===== src/rtl/raster_timer.sv =====
module raster_timer #(
  parameter int PRESCALE     = 8,
  parameter int LINE_TICKS   = 72,
  parameter int HSYNC_TICKS  = 2,
  parameter int ACTIVE_LINES = 512,
  parameter int VS_OFFSET    = 0,
  parameter int VS_LINES     = 5,
  parameter int BACK_PORCH   = 15,
  parameter int LINE_W       = 10
) (
  input  logic              clk,
  input  logic              rst_n,
  output logic              hsync_n,
  output logic              vsync_n,
  output logic              blank_n,
  output logic [LINE_W-1:0] line,
  output logic              line_start,
  output logic              row_open
);
  localparam int FRAME_LINES = ACTIVE_LINES + VS_OFFSET + VS_LINES + BACK_PORCH;
  localparam int PW = (PRESCALE > 1) ? $clog2(PRESCALE) : 1;
  localparam int TW = (LINE_TICKS > 1) ? $clog2(LINE_TICKS) : 1;

  localparam logic [PW-1:0]     PC_LAST  = PW'(PRESCALE - 1);
  localparam logic [TW-1:0]     TC_LAST  = TW'(LINE_TICKS - 1);
  localparam logic [TW-1:0]     HS_TICKS = TW'(HSYNC_TICKS);
  localparam logic [LINE_W-1:0] LN_LAST  = LINE_W'(FRAME_LINES - 1);
  localparam logic [LINE_W-1:0] LN_ACT   = LINE_W'(ACTIVE_LINES);
  localparam logic [LINE_W-1:0] VS_FIRST = LINE_W'(ACTIVE_LINES + VS_OFFSET);
  localparam logic [LINE_W-1:0] VS_LAST  = LINE_W'(ACTIVE_LINES + VS_OFFSET + VS_LINES - 1);

  logic [PW-1:0] pc;
  logic [TW-1:0] tc;
  logic pc_end, tc_end;

  assign pc_end = (pc == PC_LAST);
  assign tc_end = (tc == TC_LAST);

  always_ff @(posedge clk or negedge rst_n) begin
    if (!rst_n) begin
      pc   <= '0;
      tc   <= '0;
      line <= '0;
    end else if (pc_end) begin
      pc <= '0;
      if (tc_end) begin
        tc   <= '0;
        line <= (line == LN_LAST) ? '0 : line + 1'b1;
      end else begin
        tc <= tc + 1'b1;
      end
    end else begin
      pc <= pc + 1'b1;
    end
  end

  assign line_start = (tc == '0) && (pc == '0);
  assign row_open   = (tc == '0) && (pc == PW'(1));
  assign hsync_n    = (tc >= HS_TICKS);
  assign blank_n    = hsync_n && (line < LN_ACT);
  assign vsync_n    = !((line >= VS_FIRST) && (line <= VS_LAST));

  initial begin
    p_cfg_fits_r6: assert (FRAME_LINES <= (1 << LINE_W) && PRESCALE >= 2 && VS_LINES >= 1);
  end

  p_strobe_single_r1: assert property (@(posedge clk) disable iff (!rst_n)
    line_start |=> !line_start);
  p_open_follows_r7: assert property (@(posedge clk) disable iff (!rst_n)
    line_start |=> row_open);
  p_open_after_start_r7: assert property (@(posedge clk) disable iff (!rst_n)
    row_open |-> $past(line_start));
  p_hs_blanks_r3: assert property (@(posedge clk) disable iff (!rst_n)
    !hsync_n |-> !blank_n);
  p_vs_blanked_r5: assert property (@(posedge clk) disable iff (!rst_n)
    !vsync_n |-> !blank_n);
  p_line_moves_at_start_r6: assert property (@(posedge clk) disable iff (!rst_n)
    !$stable(line) |-> line_start);
  p_wrap_from_last_r6: assert property (@(posedge clk) disable iff (!rst_n)
    (!$stable(line) && line == '0) |-> $past(line) == LN_LAST);
endmodule


===== config.mk =====
export PLATFORM = sky130hd
export DESIGN_NAME = raster_timer
export DESIGN_NICKNAME = d
export VERILOG_FILES = /design/src/rtl/raster_timer.sv
export SDC_FILE = /design/constraint.sdc
export NUM_CORES = 1
export LEC_CHECK = 0
export BUFFER_PORTS_ARGS = -buffer_cell sky130_fd_sc_hd__buf_2
export CAP_MARGIN = 20
export CELL_PAD_IN_SITES_DETAIL_PLACEMENT = 1
export CELL_PAD_IN_SITES_GLOBAL_PLACEMENT = 2
export CORE_MARGIN = 2
export CORE_UTILIZATION = 28
export DETAILED_ROUTE_END_ITERATION = 16
export PLACE_DENSITY_LB_ADDON = 0.1
export REMOVE_ABC_BUFFERS = 1
export SLEW_MARGIN = 20
export SYNTH_ARGS = -nofsm -noshare
export SYNTH_HDL_FRONTEND = slang
export SYNTH_SLANG_ARGS = --single-unit

===== constraint.sdc =====
create_clock -name clk -period 1.81 [get_ports clk]
set_input_delay 0.2715 -clock clk [delete_from_list [all_inputs] [get_ports clk]]
set_output_delay 0.2715 -clock clk [all_outputs]
set_load 0.1 [all_outputs]

# Word-level counts from Yosys, hierarchy flattened
# Index checks and enable logic that the tools add are counted.
[word_totals] register_bits=20 latch_bits=0 mem_bits_rw=0 rom_bits=0 input_bits=2 out_inout_bits=15 word_cells=25 memories=0
[op_classes] addsub=3 mul=0 div_mod_pow=0 order_cmp=4 eq_ne=4 shift=0 n_mux=3 bitwise_logic=0 reduce_logical=8
[ops] cell="10-bit by 1-bit adder with 10-bit output (second input constant)" n=1
[ops] cell="10-bit == test (second input constant)" n=1
[ops] cell="10-bit greater-or-equal comparator (second input constant)" n=1
[ops] cell="10-bit <= comparator (second input constant)" n=1
[ops] cell="10-bit less-than comparator (second input constant)" n=1
[ops] cell="10-bit 2-to-1 mux" n=1
[ops] cell="7-bit by 1-bit adder with 7-bit output (second input constant)" n=1
[ops] cell="7-bit == test (second input constant)" n=1
[ops] cell="7-bit by 2-bit greater-or-equal comparator with 1-bit output (second input constant)" n=1
[ops] cell="7-bit logical NOT" n=1
[ops] cell="7-bit 2-to-1 mux" n=1
[ops] cell="1-bit logical AND" n=4
[ops] cell="3-bit by 1-bit adder with 3-bit output (second input constant)" n=1
[ops] cell="3-bit by 1-bit == test with 1-bit output (second input constant)" n=1
[ops] cell="3-bit == test (second input constant)" n=1
[ops] cell="3-bit logical NOT" n=1
[ops] cell="3-bit 2-to-1 mux" n=1
[ops] cell="2-bit AND reduction" n=1
[ops] cell="1-bit logical NOT" n=1

# Longest topological paths before layout
# Gate-level depths: netlist of run 1.
[logic_depth] word_depth=3 mapped_depth=8 ltp_nobuf=6

# Least setup slack after synthesis of run 1
# OpenSTA, ideal clock, no wires.
[synth_path] path_type="reg-to-output" from="register tc[0]" to="output port blank_n" arrival_ps=2762 required_time_ps=1539 slack_ps=-1223 stages_incl_launch_ff=5 path_buffers=0 path_cell_list="dfrtp_1 > inv_1 > ha_1 > or3_1 > nor2b_1"
[synth_between] elab_chain_cells=2
[synth_rtl] element="start: declaration" line="33" source="logic [TW-1:0] tc;"
[synth_rtl] element="start signal: assignment" line="50" source="tc <= tc + 1'b1;"
[synth_rtl] element="7-bit by 2-bit greater-or-equal comparator with 1-bit output" line="59" source="assign hsync_n = (tc >= HS_TICKS);"
[synth_rtl] element="net hsync_n" line="13" source="output logic hsync_n,"
[synth_rtl] element="1-bit logical AND" line="60" source="assign blank_n = hsync_n && (line < LN_ACT);"
[synth_rtl] element="end: declaration" line="15" source="output logic blank_n,"
# The timed path passes the listed nets, and every way through them passes these cells.

# Worst setup path in the final report of run 1
[layout_path] from="register tc[1]" to="output port blank_n"
[layout_between] elab_chain_cells=2
[layout_rtl] element="7-bit by 2-bit greater-or-equal comparator with 1-bit output" line="59"
[layout_rtl] element="1-bit logical AND" line="60"
# No other way between the ends.

==> results of run 1 <==
registers in the layout, indices dropped and copies added (netlist names):
| register | flops |
|---|---|
| line | 10 |
| tc | 7 |
| pc | 3 |
power by group:
group	leakage (nW)	switching [mW]	total, mW	internal (mW)
clock network	0.0288	0.153	0.347	0.194
registers	0.263	0	0.446	0.446
logic	0.422	0.00894	0.0111	0.00218
cell usage in the layout (no fill, tap or decap), types with 2 or more instances in the layout:
master    count
buf_2        12
ha_1          9
nor2_1        7
nor3_1        2
o21ai_0       5
dfrtp_1      19
nand4_1       3
xor2_1        5
xnor2_1       3
buf_4        13
nand3_1      12
inv_1         5
buf_12        4
and3_1        2
and2_4        2
clkbuf_8      4
a21oi_1       3
nand2_1      12
nor2b_1       3
synthesized netlist by cell type (all sizes together):
master	count
and3	2
o221ai	1
nor3	3
nand3	14
a21oi	3
clkbuf	2
nor3b	1
buf	2
inv	6
xor2	5
nor4	1
or3	2
nand4	3
nor2	7
dfrtp	20
o311ai	1
mux2i	1
o21ai	6
and4	1
and2	3
nor4b	1
nor2b	4
ha	9
xnor2	4
nand3b	1
nand2	12
cells by family (layout without fill, tap and decap cells):
family | count (synthesis) | in the layout | share of synthesized area
buf+inv | 10 | 40 | 0.05519
fa+ha+maj | 9 | 9 | 0.09740
flops | 20 | 20 | 0.4329
xor+xnor | 9 | 9 | 0.07468
compound gates | 11 | 11 | 0.05736
mux | 1 | 1 | 0.008658
simple gates | 55 | 55 | 0.2738
worst paths after layout:
kind | slack (ps) | end | start
max in group asynchronous | 970 | tc[6] | rst_n
max reg2reg | 150 | line[1] | pc[0]
max | -30 | blank_n | tc[1]
min reg2reg | 500 | pc[0] | pc[0]
min | 490 | line[5] | rst_n
min in group clk | 500 | pc[0] | pc[0]
per-stage QoR:
| step | instances | utilization | hold slack (ps) |
|---|---|---|---|
| 6_report | 195 | 0.3772 | 490.7 |
| 5_1_grt | 195 | 0.3772 | 539.5 |
| 4_1_cts | 193 | 0.3641 | 509.3 |
| 3_5_place_dp | 187 | 0.3444 | 260.5 |
| 3_3_place_gp | 187 | 0.3444 | 264.2 |
| 2_1_floorplan | 111 | - | -24.09 |
per-layer routing:
metal	share of wire	track usage	wire length, um	up-vias
met3	0.030	0.02961	79	2
met1	0.46	0.1549	1234	448
met5	0	0	0	-
met4	0.0086	0.03000	23	0
li1	-	-	-	452
met2	0.50	0.2221	1326	12
area by class of cell:
type	instances	area, um^2
Multi-Input combinational cell	85	619.3
Sequential cell	20	501.7
Timing Repair Buffer	30	247.7
Fill cell	464	2491
Clock buffer	4	55.05
Inverter	6	22.52
Tap cell	50	62.56
timing repair:
| action | CTS | global route |
|---|---|---|
| pin swaps | 0 | 4 |
| endpoints found under the setup margin | 4 | 5 |
| gates resized for setup | 2 | 11 |
| hold buffers | 1 | 0 |
| buffers inserted | 1 | 2 |
| endpoints found under the hold margin | 20 | 0 |
==> impl_metrics.yaml, run 1 <==
floorplan:
  start_util: 0.2890
  die_x_um: 68.26
  die_h_um: 68.26
  row_count: 23
  die_area_mm2: 0.004659
  io_pins: 17
  core_area_mm2: 0.004000
power:
  p_total_mw: 0.8044
  powerDensity_mw_per_mm2: 533.1
  vdd_drop_max_uv: 342.3
  p_leak_nw: 0.7145
cts:
  cts_buffers: 3
  htree_levels: 1
  cts-root-buf: "clkbuf_8"
  clkTransAtPathRegs_ps: 80
  clkSinkCount: 20
  insertion_delay_ps: 260
  clockBufferDepth: 2
  cts_tree: "yes"
synth:
  ys_seq_elements: 20
  synth_top_area_share: 0.4329
  ys_types: 31
  synthesis.area_mm2: 0.001156
  synth.avg_cell_area_um2: 10.05
  ys_warn_count: 0
  synth_cells: 115
  yosysSeqAreaShare: 0.4329
  yosys-top-cells-area: "dfrtp_1 (43%), ha_1 (9.7%), nand3_1 (5.2%)"
  synth_top_area_cell: "dfrtp_1"
place:
  pre_cts_slack_ps: 106.0
  dp_hpwl_mm: 1.996
  io_buffer_count: 16
  gp_congestion: 0.6870
  placed_cell_area_mm2: 0.001378
worst_setup_path:
  critPathMaxStageDelay_ps: 440
  ff2ff_path_depth: 6
  crit_cells: 4
  worstSetupPathType: "flip-flop to output port"
  crit_required_ps: 1540
  critPathArrivalTime_ps: 1570
  timing.critical_path.max_delay_family: "simple AND/OR/NAND/NOR gates"
  critPathBufInv: 1
  critPathMaxFanout: 5
  worstPathCellList: "ha_1 > or3_4 > nor2b_4 > buf_12"
  slowest_stage: "dfrtp_1"
  cp-end-kind: "output port"
  start_kind: "flip-flop"
timing:
  setup_viol: 2
  tns_ps: -45.71
  maxSlewHeadroom: 0.6777
  fmax_mhz: 543.6
  fin_crit_sh: 1.016
  postLayoutSetupSlackWorst_ps: -29.74
  min_period_ps: 1840
  slew_violations: 0
  worst_slew_pin_slew_ps: 486.8
  hold_viol_final: 0
  fin_skew_ps: 5.563
  rsz0062_at_grt: "yes"
drt:
  vias: 914
  remaining_drc_errors: 0
  wl_per_cell_um: 13.66
  wirelength_mm: 2.663
  drt_iter0_drc: 12
  via_per_inst: 4.687
  antenna_left: 0
  drt_first_pass_iters: 2
outcome:
  violations: "negative setup slack"
  outcome: "finished with violations"
final_layout:
  final_layout_size_suffix_gt1_frac: 0.3241
  antenna_cells: 0
  final_area_mm2: 0.001509
  area_growth_pct: 30.52
  finalNetCount: 157
global_route:
  grt_pass1_vias: 922
  track_usage: 0.1262
  grt_max_degree: 21
  grt_antenna_before_repair: 0
  grt_first_pass_wirelength_mm: 4.353
  grt_overflow: 0
hold_path:
  hold_path_class: "input port to async pin"
flow_run:
  drv_cap: 0
Note: power is estimated with default switching activity, not from simulation.
==> run 2: changes to the inputs <==
--- a/config.mk
+++ b/config.mk
@@ -7,12 +7,9 @@
 export LEC_CHECK = 0
 export BUFFER_PORTS_ARGS = -buffer_cell sky130_fd_sc_hd__buf_2
 export CAP_MARGIN = 20
-export CELL_PAD_IN_SITES_DETAIL_PLACEMENT = 1
-export CELL_PAD_IN_SITES_GLOBAL_PLACEMENT = 2
 export CORE_MARGIN = 2
 export CORE_UTILIZATION = 28
 export DETAILED_ROUTE_END_ITERATION = 16
-export PLACE_DENSITY_LB_ADDON = 0.1
 export REMOVE_ABC_BUFFERS = 1
 export SLEW_MARGIN = 20
 export SYNTH_ARGS = -nofsm -noshare
==> run 2 against run 1 <==
The run still ends with negative setup slack left. Power down 7.2%. Sequential cell count unchanged. Cell count down 3.6%. Via count up 0.22%. Critical path type unchanged. Worst setup slack worse by 65 ps. Highest routed layer unchanged. Sequential power about the same. Design area down 1.2%. Register-to-register slack worse by 20 ps. Die area unchanged.
==> impl_metrics.yaml, run 2 (same netlist as run 1, synthesis figures left out) <==
outcome:
  outcome: "finished with violations"
  violations: "negative setup slack"
timing:
  fin_skew_ps: 1.392
  rsz0062_at_grt: "yes"
  worst_slew_pin_slew_ps: 491.9
  setup_viol: 2
  fin_crit_sh: 1.052
  hold_viol_final: 0
  tns_ps: -176.7
  min_period_ps: 1905
  maxSlewHeadroom: 0.6743
  fmax_mhz: 525.0
  postLayoutSetupSlackWorst_ps: -94.67
  slew_violations: 0
power:
  p_sw_frac: 0.2002
  vdd_drop_max_uv: 320.6
  pwr-share-clk: 0.387
  powerDensity_mw_per_mm2: 500.9
  p_sw_mw: 0.1494
  p_leak_nw: 0.6949
  power_frac_seq: 0.598
  pwr-share-comb: 0.015
  p_total_mw: 0.7465
  power.internal_mw: 0.5971
drt:
  antenna_left: 0
  remaining_drc_errors: 0
  wl_per_cell_um: 13.21
  via_per_inst: 4.872
  drt_iter0_drc: 32
  wirelength_mm: 2.484
  drt_first_pass_iters: 4
  vias: 916
final_layout:
  largest_reg_flops: 10
  area_growth_pct: 28.90
  final_core_util: 0.3725
  seq_area_um2: 500.5
  final_cell_mix: "dfrtp_1 (20), nand2_1 (12), nand3_1 (11), buf_2 (11), ha_1 (9)"
  final_layout_size_suffix_gt1_frac: 0.3188
  top_register: "line"
  antenna_cells: 0
  finalNetCount: 151
  top_regs: "line: 10 flops, tc: 7 flops, pc: 3 flops"
  final_cells: 188
  final_area_mm2: 0.001490
  fill_cells: 413
  multi_input_area_um2: 645.6
  final_common_cell: "dfrtp_1"
place:
  io_buffer_count: 16
  dp_cells: 182
  placed_cell_area_mm2: 0.001340
  gp_congestion: 0.7798
  dp_hpwl_mm: 1.783
floorplan:
  start_util: 0.2890
  row_count: 23
  die_area_mm2: 0.004659
  core_area_mm2: 0.004000
  io_pins: 17
  die_h_um: 68.26
  die_x_um: 68.26
cts:
  cts_buffers: 3
  htree_levels: 1
  insertion_delay_ps: 260
  cts_tree: "yes"
  clkSinkCount: 20
  clkTransAtPathRegs_ps: 70
  cts-root-buf: "clkbuf_8"
  clockBufferDepth: 2
worst_setup_path:
  worstSetupPathType: "flip-flop to output port"
  start_kind: "flip-flop"
  crit_required_ps: 1540
  cp-end-kind: "output port"
  critPathMaxFanout: 2
  critPathArrivalTime_ps: 1630
  r2r_setup_slack_ps: 130
global_route:
  grt_pass1_vias: 948
  grt_antenna_before_repair: 0
  grt_first_pass_wirelength_mm: 4.146
  grt_overflow: 0
  grt_max_degree: 21
  track_usage: 0.1209
hold_path:
  hold_path_class: "flip-flop to flip-flop"
flow_run:
  drv_cap: 0
[run 2: power groups by stage]
stage          Combinational [mW]  Clock [mW]  Sequential (mW)
6_report                   0.0111       0.289            0.447
5_1_grt                    0.0131       0.324            0.446
4_1_cts                    0.0119       0.302            0.447
3_5_place_dp               0.0102           0            0.455
3_3_place_gp              0.00983           0            0.455
2_1_floorplan         0.000000233           0            0.455
[run 2: stage by stage]
| step | hold WS (ps) | setup slack (ps) |
|---|---|---|
| 6_report | 493.2 | -94.67 |
| 5_1_grt | 522.6 | -165.1 |
| 4_1_cts | 499.8 | -59.27 |
| 3_5_place_dp | 251.9 | 121.3 |
| 3_3_place_gp | 242.9 | 142.9 |
| 2_1_floorplan | -24.09 | -1223 |
[run 2: layer usage]
layer / GRT usage / share of wire / wire, um
met5: 0 / 0 / 0
met4: 0.03750 / 0.012 / 29
met3: 0.03947 / 0.048 / 120
met2: 0.2015 / 0.52 / 1288
met1: 0.1474 / 0.42 / 1046
[run 2: cell type report]
type,count,area share
clock buffer,3,0.02771
inverter,6,0.01511
multi-input combinational,85,0.4332
sequential,20,0.3359
tap,50,0.04198
timing repair buffer,24,0.1461
[run 2: worst max-delay path, cell delays in order (launching register included)]
cell	delay (ps)
dfrtp_1	410
nor3_2	180
nand2_1	120
or3_4	350
nor2b_4	140
buf_12	170
[run 2: path summary, 6_finish.rpt]
path,startpoint,depth (start not counted),end
max in group asynchronous,rst_n,2,line[5]
hold reg to reg,pc[0],1,pc[0]
min in group asynchronous,rst_n,2,tc[0]
hold / removal,pc[0],1,pc[0]
setup / recovery,tc[5],5,blank_n
setup reg to reg,pc[0],6,line[1]
[run 2: what timing repair did]
action / 4_1_cts / 5_1_grt
endpoints found under the hold margin: 20 / 0
setup buffers: 1 / 1
gates resized for setup: 4 / 19
setup endpoints to repair: 5 / 9
pin swaps: 0 / 2
hold buffers: 1 / 0
